<file path="config.mk">
export PLATFORM = sky130hd
export DESIGN_NAME = rx_err_fifo
export DESIGN_NICKNAME = d
export VERILOG_FILES = /design/src/rtl/rx_err_fifo.sv
export SDC_FILE = /design/constraint.sdc
export NUM_CORES = 1
export LEC_CHECK = 0
export CORE_MARGIN = 1.5
export CORE_UTILIZATION = 50
export CTS_BUF_LIST = sky130_fd_sc_hd__clkbuf_4
export DETAILED_ROUTE_END_ITERATION = 12
export PLACE_DENSITY = 0.72
export SKIP_LAST_GASP = 1
export SYNTH_ARGS = -nofsm -noshare
export SYNTH_HDL_FRONTEND = slang
export SYNTH_SLANG_ARGS = --single-unit
</file>
<file path="constraint.sdc">
create_clock -name clk -period 5.45 [get_ports clk]
set_input_delay 0.8175 -clock clk [delete_from_list [all_inputs] [get_ports clk]]
set_output_delay 0.8175 -clock clk [all_outputs]
set_load 0.01 [all_outputs]
</file>
<file path="src/rtl/rx_err_fifo.sv">
module rx_err_fifo #(
  parameter int DEPTH = 64,
  parameter int DW    = 8
) (
  input  logic                       clk,
  input  logic                       rst_n,
  input  logic                       wr_en,
  input  logic [DW-1:0]              wr_data,
  input  logic                       wr_par,
  input  logic                       wr_frm,
  input  logic                       wr_brk,
  input  logic                       rd_en,
  input  logic                       lsr_rd,
  output logic [DW-1:0]              rd_data,
  output logic [$clog2(DEPTH):0]     level,
  output logic [7:0]                 lsr
);
  localparam int AW = $clog2(DEPTH);
  localparam int CW = AW + 1;
  localparam int EW = DW + 3;

  logic [EW-1:0] mem [DEPTH];
  logic [AW-1:0] wp, rp;
  logic [CW-1:0] cnt, ecnt;
  logic          ovr;

  wire full     = (cnt == CW'(DEPTH));
  wire empty    = (cnt == '0);
  wire push     = wr_en && !full;
  wire pop      = rd_en && !empty;
  wire in_err   = wr_par | wr_frm | wr_brk;
  wire [EW-1:0] head = mem[rp];
  wire head_err = |head[EW-1:DW];

  function automatic logic [AW-1:0] nxt(input logic [AW-1:0] p);
    return (p == AW'(DEPTH-1)) ? '0 : p + 1'b1;
  endfunction

  always_ff @(posedge clk)
    if (push) mem[wp] <= {wr_brk, wr_frm, wr_par, wr_data};

  always_ff @(posedge clk or negedge rst_n) begin
    if (!rst_n) begin
      wp   <= '0;
      rp   <= '0;
      cnt  <= '0;
      ecnt <= '0;
      ovr  <= 1'b0;
    end else begin
      if (push) wp <= nxt(wp);
      if (pop)  rp <= nxt(rp);
      cnt  <= cnt + CW'(push) - CW'(pop);
      ecnt <= ecnt + CW'(push && in_err) - CW'(pop && head_err);
      if (wr_en && full) ovr <= 1'b1;
      else if (lsr_rd)   ovr <= 1'b0;
    end
  end

  assign rd_data = head[DW-1:0];
  assign level   = cnt;
  assign lsr     = {ecnt != '0, 2'b11, empty ? 3'b000 : head[EW-1:DW], ovr, !empty};

  a_r2_level_bound: assert property (@(posedge clk) disable iff (!rst_n)
    level <= CW'(DEPTH));
  a_r2_ready: assert property (@(posedge clk) disable iff (!rst_n)
    lsr[0] == (level != '0));
  a_r4_err_le_level: assert property (@(posedge clk) disable iff (!rst_n)
    ecnt <= cnt);
  a_r4_err_needs_data: assert property (@(posedge clk) disable iff (!rst_n)
    lsr[7] |-> lsr[0]);
  a_r3_empty_flags: assert property (@(posedge clk) disable iff (!rst_n)
    !lsr[0] |-> lsr[4:2] == 3'b000);
  a_r5_overrun_set: assert property (@(posedge clk) disable iff (!rst_n)
    (wr_en && level == CW'(DEPTH)) |=> lsr[1]);
  a_r5_overrun_clear: assert property (@(posedge clk) disable iff (!rst_n)
    (lsr_rd && !(wr_en && level == CW'(DEPTH))) |=> !lsr[1]);
  a_r5_full_hold: assert property (@(posedge clk) disable iff (!rst_n)
    (level == CW'(DEPTH) && !rd_en) |=> level == CW'(DEPTH));
  a_r6_empty_read: assert property (@(posedge clk) disable iff (!rst_n)
    (level == '0 && !wr_en) |=> level == '0);
  a_r7_same_level: assert property (@(posedge clk) disable iff (!rst_n)
    (wr_en && rd_en && level != '0 && level != CW'(DEPTH)) |=> $stable(level));
  a_r9_fixed_bits: assert property (@(posedge clk) disable iff (!rst_n)
    lsr[6:5] == 2'b11);
endmodule

</file>
==> results of run 1 <==
==> layout make-up <==
type                       count  area, µm²
multi-input combinational    468       6394
antenna                        3      7.507
tap                          756      945.9
inverter                      27      101.3
fill                        4092      23850
timing repair buffer         136       1121
clock inverter                56      269.0
sequential                   731      21830
clock buffer                 264       1982
==> state kept, by name, indices dropped and copies added, names as in the netlist <==
signal / cells
ecnt: 7
level: 7
mem: 704
ovr: 1
rp: 6
wp: 6
==> per-layer routing <==
metal / vias to the layer above / global-route usage, % / wire, µm
li1: 6026 / - / -
met1: 7589 / 32.01 / 26030
met2: 802 / 34.70 / 31140
met3: 106 / 6.724 / 6299
met4: 0 / 8.493 / 1303
met5: - / 0 / 0
==> repair_timing <==
item,in CTS,in global routing
setup buffers,5,0
setup endpoints to repair,8,0
gates resized for setup,0,0
==> stage by stage <==
step / total power [µW] / std cells
after global routing: 17050 / 2441
after floorplan: 10120 / 1296
after CTS: 16430 / 2438
final: 16290 / 2441
after detailed placement: 11960 / 2113
after global placement: 11890 / 2113
==> final timing paths <==
kind                            cells past startpoint  slack (ns)    start          to
worst max-delay path                                6        0.35    rp[0]  rd_data[4]
worst min-delay path                                2        0.27    rst_n       rp[5]
worst max register to register                     17        1.02    rp[3]     ecnt[6]
worst min register to register                      1        0.53  ecnt[0]     ecnt[0]
max in group asynchronous                           2        4.85    rst_n       rp[1]
min in group clk                                    1        0.27   wr_frm  mem[62][9]
==> report_power, final <==
| group | leakage (µW) | switching [µW] | internal, µW | total, µW |
|---|---|---|---|---|
| Clock | 0.00135 | 2080 | 2310 | 4390 |
| Combinational | 0.00277 | 2700 | 2490 | 5190 |
| Sequential | 0.00665 | 273 | 6430 | 6710 |
==> worst reg2reg max path, stage by stage (launching register included) <==
cell	delay [ns]
dfrtp_2	0.52
buf_4	0.27
nor2b_1	0.81
a22oi_1	0.16
a211oi_1	0.38
nor4_1	0.11
a31oi_1	0.29
ha_1	0.29
inv_1	0.06
ha_1	0.16
inv_1	0.06
fa_1	0.41
nand2b_1	0.16
a21oi_1	0.18
o21ai_0	0.10
a21oi_1	0.15
nor2_1	0.06
xnor2_1	0.11
==> cells by family (layout without fill, tap and decap cells) <==
group	count (synthesis)	in the layout	synth area share, %
AO/OA/AOI/OAI	62	62	1.445
XOR/XNOR	17	17	0.5196
adder cells (fa/ha/maj)	22	22	1.013
buffers and inverters	97	483	1.559
flip-flops	731	731	76.14
multiplexers	232	232	17.24
other	1	5	0.01309
AND/OR/NAND/NOR	133	133	2.066
==> cell usage in the layout, fill, tap and decap left out, drive strengths merged, types with 2 or more instances in the layout <==
master	instances
o21ai	8
nand2	16
edfxtp	704
clkbuf	264
mux2i	20
xor2	5
o22ai	4
xnor2	12
a2bb2oi	2
a211o	2
o21bai	2
a22oi	12
clkinv	44
nand3	15
nor2b	6
o221ai	2
a21oi	14
clkdlybuf4s50	25
conb	2
o31ai	2
nand2b	2
inv	36
or3b	2
a31oi	2
mux4	209
fa	2
ha	20
dfrtp	27
nor2	79
buf	111
a21o	3
nand3b	4
mux2	3
diode	3
nand4	2
bufinv	2
and2	2
a211oi	3
==> results.md, run 1 <==
- Crit-path cells: buf_4 > buf_4 > mux4_2 > mux4_2 > mux4_2 > clkdlybuf4s50_1
- Max-Cap Viols: 0
- Count leader, synth: edfxtp_1
- DR WL/cell: ~27 µm
- Warnings, synthesis: 0
- Critical Path AT: ~4.3 ns
- Initial Util: about half
- Largest stage delay, worst path: about 0.60 ns
- Yosys reg bits: 731
- Syn_area_per_cell: 22.13 µm²
- Minimum clock period: 5.096 ns
- Ys flop type: edfxtp_1
- Detailed Route Iter0 Violations: 1869
- Top cells by count, synth: edfxtp_1, mux4_2, nor2_1
- First-pass GRT wire length: 96990 µm
- Achievable frequency: around 200 MHz
- TritonRoute pass-1 iters: 7
- Static leakage: 0.01077 µW
- Slew @ Worst Pin: 1.165 ns
- Crit. End Element: output pin
- Largest net degree at the start of global routing: 65
- Outcome: complete, no violations
- Syn-to-layout area delta: 13.94%
- Vias per Instance: 5.950
- GP Congestion: 0.8208
- Post-synth top area share: 73.78%
- Longest Clk Path Bufs: 3
- Min Hold Slack: about 0.27 ns
- Cts-stage hold buffer count: 0
- H-Tree Depth: 4
- RSZ-0062 raised after global routing: no
- Top cells by area, synth: edfxtp_1, mux4_2, dfrtp_1, nor2_1, ha_1
- Max-slew headroom: between 20% and 30%
- Clk_lat worst skew: between 0.9 and 1 ns
- Placed standard-cell area: 30320 µm²
- Grt ovf: 0
- CTS Sinks: 731
- Final worst path period share: between 90% and 100%
- CTS clk-pin slew, worst paths: 0.07 ns
- Post-DP HPWL: 38930 µm
- Setup ws final: 0.3541 ns
- Most Frequent Cell on Critical Path: mux4_2
- Final core utilization: 57.79%
- Core area: between 50000 and 60000 µm²
- Critical path buffers and inverters: 3
- Startpoint types: register
- Hold Path Class: input port to asynchronous set/reset pin
- Initial antenna violation count: 2
- Critical-path maximum fanout: 16
- Drc violations: 0
- Worst vdd ir: 0.0002902 V
- TritonCTS Buffers: 178
- Setup TNS: 0 ns
- Final Net Count: 1580
- Fin area: around 33000 µm²
- Pins Over Slew Limit: 0
- Die Y: 242.4 µm
- Critical path's top delay family: multiplexers
- Final ANT Viol Nets: 0
- Final wirelength: between 60000 and 70000 µm
- FP Rows: 87
- Die Area: between 50000 and 60000 µm²
- Post-synth EDFFs: 704
- Slowest-stage cell, CP: mux4_2
- Setup violators final: 0
- Share of layout cells above drive strength 1: 36.09%
- CP Data Required Time: approximately 4.6 ns
- Die width: ~240 µm
- Vias in the first global route: 14828
- Buffers on Ports: 36
- Post-Synthesis Cell Area: 28650 µm²
- Hold Vio Cnt, Final: 0
- DR vias: 14523
- Synth area leader: edfxtp_1
- Pwr Density: 498.9 nW/µm²
- Clock skew: 0.05634 ns
- Seq/Total Area, Yosys: 76.14%
- Ports: 39
- Post-synth ARST share: 3.694%
- Setup CP Type: register to output pin
- Gr usage total: a little under a quarter
- Worst slack, placed: 0.7153 ns
- TritonCTS clock tree: built
- Cell count after synthesis: 1295
- Post-synth cell types: 48
- Clk root buf: clkbuf_4
Power figures use the tool's default switching activity.
==> inputs of run 2 (changes only) <==
--- a/config.mk
+++ b/config.mk
@@ -5,6 +5,7 @@
 export SDC_FILE = /design/constraint.sdc
 export NUM_CORES = 1
 export LEC_CHECK = 0
+export ABC_AREA = 1
 export CORE_MARGIN = 1.5
 export CORE_UTILIZATION = 50
 export CTS_BUF_LIST = sky130_fd_sc_hd__clkbuf_4
==> results.md, run 2 <==
- Hold Path Class: input port to asynchronous set/reset pin (unchanged)
- H-Tree Depth: 4 (unchanged)
- Setup violators final: 0 (unchanged)
- Final core utilization: 56.30% (was 57.79%)
- Yosys reg bits: 731 (unchanged)
- Most Frequent Cell on Critical Path: nand3_1 (was mux4_2)
- Vias in the first global route: 19980 (was 14828)
- Warnings, synthesis: 0 (unchanged)
- Synth area leader: edfxtp_1 (unchanged)
- Clk root buf: clkbuf_4 (unchanged)
- Largest family of logic cells by synthesized area: simple AND/OR/NAND/NOR gates (was multiplexers)
- Die width: 247.8 µm (was 242.4 µm)
- Postcts setup bufs: 0 (was 5)
- Minimum clock period: 5.101 ns (was 5.096 ns)
- Post-Synth Simple-Gate Area: 13.00% (was 2.066%)
- RSZ-0062 raised after global routing: no (unchanged)
- Top cells by area, synth: edfxtp_1, nor2_1, nand2_1, o21ai_0, nand3_1 (was edfxtp_1, mux4_2, dfrtp_1, nor2_1, ha_1)
- Cell count after synthesis: 2455 (was 1295)
- Top cells by count, synth: edfxtp_1, nor2_1, nand2_1 (was edfxtp_1, mux4_2, nor2_1)
- Achievable frequency: 196.1 MHz (was 196.2 MHz)
- Fin area: 33290 µm² (was 32650 µm²)
- GP Congestion: 0.8685 (was 0.8208)
- Post-synth cell types: 38 (was 48)
- Pwr Density: 491.5 nW/µm² (was 498.9 nW/µm²)
- Largest net degree at the start of global routing: 229 (was 65)
- DR WL/cell: 21.27 µm (was 26.53 µm)
- Setup TNS: 0 ns (unchanged)
- Critical Path AT: 4.28 ns (about the same)
- Commonest non-fill, non-tap cell in the layout: edfxtp_1 (unchanged)
- TritonRoute pass-1 iters: 10 (was 7)
- Synth Area in Compound Gates: 8.604% (was 1.445%)
- Multi-input logic area: 6925 µm² (was 6394 µm²)
- FP Rows: 89 (was 87)
- First-pass GRT wire length: 114100 µm (was 96990 µm)
- Register Area: 21820 µm² (was 21830 µm²)
- Most frequent cells in the layout: edfxtp_1, nor2_1, nand2_1, o21ai_0, clkbuf_4 (was edfxtp_1, clkbuf_4, mux4_2, buf_4, nor2_1)
- Failing checks: design-rule violations
- Drc violations: 2 (was 0)
- Share of layout cells above drive strength 1: 13.47% (was 36.09%)
- Post-synth EDFFs: 704 (unchanged)
- Count leader, synth: edfxtp_1 (unchanged)
- Max-slew headroom: 9.709% (was 22.35%)
- Adder-cell area share of the yosys netlist: 0.9685% (was 1.013%)
- Resized cells post-CTS: 0 (unchanged)
- Grt ovf: 0 (unchanged)
- Die Y: 247.8 µm (was 242.4 µm)
- Buffers on Ports: 36 (unchanged)
- Clock skew: 0.04445 ns (was 0.05634 ns)
- Final Net Count: 2630 (was 1580)
- Pins Over Slew Limit: 0 (unchanged)
- Max FFs per register: 704 (unchanged)
- Largest register by flop count: mem (unchanged)
- XOR/XNOR Fraction of Synth Area: 0.4675% (was 0.5197%)
- CTS Sinks: 731 (unchanged)
- Critical-path maximum fanout: 76 (was 16)
- Detailed Route Iter0 Violations: 2326 (was 1869)
- Static leakage: 0.01180 µW (was 0.01077 µW)
- Slew @ Worst Pin: 1.349 ns (was 1.165 ns)
- CTS clk-pin slew, worst paths: 0.08 ns (was 0.07 ns)
- Outcome: finished with violations (was complete, no violations)
- Cts-stage hold buffer count: 0 (unchanged)
- Clk_lat worst skew: 1.02 ns (was 0.95 ns)
- Startpoint types: register (unchanged)
- Post-synth ARST share: 3.694% (unchanged)
- Crit. End Element: output pin (unchanged)
- Syn-to-layout area delta: 11.07% (was 13.94%)
- Crit-path cells: inv_8 > buf_4 > buf_4 > nor2_1 > o211ai_1 > nand3_1 > nand3_1 > nand3_1 > nand3_1 > clkdlybuf4s50_1 (was buf_4 > buf_4 > mux4_2 > mux4_2 > mux4_2 > clkdlybuf4s50_1)
- Longest Clk Path Bufs: 3 (unchanged)
- Final wirelength: 74110 µm (was 64770 µm)
- Die Area: 61420 µm² (was 58750 µm²)
- Post-synth top area share: 70.53% (was 73.78%)
- Initial Util: 50.69% (was 50.72%)
- Fill cells: 4668 (was 4092)
- Final worst path period share: 93.59% (was 93.50%)
- Vias per Instance: 5.780 (was 5.950)
- TritonCTS Buffers: 179 (was 178)
- Post-Synthesis Cell Area: 29970 µm² (was 28650 µm²)
- Syn_area_per_cell: 12.21 µm² (was 22.13 µm²)
- Largest stage delay, worst path: 0.55 ns (was 0.60 ns)
- CP Data Required Time: 4.63 ns (about the same)
- Ys flop type: edfxtp_1 (unchanged)
- Hold Vio Cnt, Final: 0 (unchanged)
- Gr usage total: 24.87% (was 22.97%)
- Max-Cap Viols: 0 (unchanged)
- Core area: 59130 µm² (was 56500 µm²)
- Ports: 39 (unchanged)
- Mux share of post-synthesis cell area: 0% (was 17.24%)
- Setup CP Type: register to output pin (unchanged)
- Worst vdd ir: 0.0005456 V (was 0.0002902 V)
- Slowest-stage cell, CP: clkdlybuf4s50_1 (was mux4_2)
- Post-DP HPWL: 41650 µm (was 38930 µm)
- Initial antenna violation count: 1 (was 2)
- Final ANT Viol Nets: 0 (unchanged)
- Biggest regs: mem x704, ecnt x7, level x7 (unchanged)
- DR vias: 20138 (was 14523)
- Placed standard-cell area: 31070 µm² (was 30320 µm²)
- Seq/Total Area, Yosys: 72.79% (was 76.14%)
- TritonCTS clock tree: built (unchanged)
==> run 2: cell count changes after synthesis, sizes merged, moves of 32 or more <==
cell    before  now
nand2       16  369
nor2        79  413
o21ai        8  291
mux4       209    0
nand3       15  158
inv         27  116
o22ai        4   74
clkbuf      29   69
buf         41   79
o211ai       1   33
==> run 2: cells by family (layout without fill, tap and decap cells) <==
| logic type | after synthesis | in the layout |
|---|---|---|
| buffers and inverters | 267 | 520 |
| AND/OR/NAND/NOR | 964 | 964 |
| flip-flops | 731 | 731 |
| AO/OA/AOI/OAI | 454 | 454 |
| adder cells (fa/ha/maj) | 22 | 22 |
| other | 1 | 4 |
| XOR/XNOR | 16 | 16 |
==> run 2: power by group <==
group	leakage [µW]	internal (µW)	total, µW	switching [µW]
combinational	0.00382	1610	5250	3640
clock	0.00133	2370	4470	2090
sequential	0.00665	6450	6640	195
==> run 2: routing by layer <==
| layer | global-route usage [%] | part of all wire (%) | up-vias | routed length [µm] |
|---|---|---|---|---|
| li1 | - | - | 9129 | - |
| met1 | 33.59 | 40 | 9704 | 29570 |
| met2 | 38.01 | 46 | 1137 | 34170 |
| met3 | 5.893 | 10 | 168 | 7460 |
| met4 | 12.21 | 3.9 | 0 | 2916 |
| met5 | 0 | 0 | - | 0 |
==> run 2: final cells by class <==
class | instances | area share, %
sequential | 731 | 65.56
clock buffer | 256 | 5.773
multi-input combinational | 1458 | 20.80
antenna | 2 | 0.01503
inverter | 119 | 1.372
timing repair buffer | 103 | 2.691
tap | 773 | 2.905
clock inverter | 42 | 0.8832
==> run 2: per-stage QoR <==
step | hold slack [ns] | cells | power, µW | setup WS, ns
after global placement | 0.4928 | 3184 | 11820 | 1.217
after floorplan | 0.4794 | 2456 | 10010 | 2.221
after global routing | 0.1682 | 3483 | 17200 | 0.06899
after CTS | 0.08867 | 3482 | 16390 | 0.2288
after detailed placement | 0.5118 | 3184 | 11930 | 1.193
final | 0.1948 | 3484 | 16360 | 0.3495
==> run 2: worst paths after layout <==
check / from / end / slack, ns / cells past startpoint
min: rst_n / ecnt[1] / 0.19 / 2
min in group clk: lsr_rd / ovr / 0.41 / 2
max in group asynchronous: rst_n / rp[0] / 4.93 / 2
max: rp[0] / rd_data[4] / 0.35 / 10
max reg2reg: rp[1] / ecnt[6] / 1.08 / 22
min reg2reg: ecnt[0] / ecnt[0] / 0.52 / 1
==> run 2: worst max-delay path, delay by kind of cell (launching register included) <==
family / cells / cell delay, ns
buf+inv: 4 / 1.73
simple gates: 5 / 0.82
flops: 1 / 0.53
compound gates: 1 / 0.17
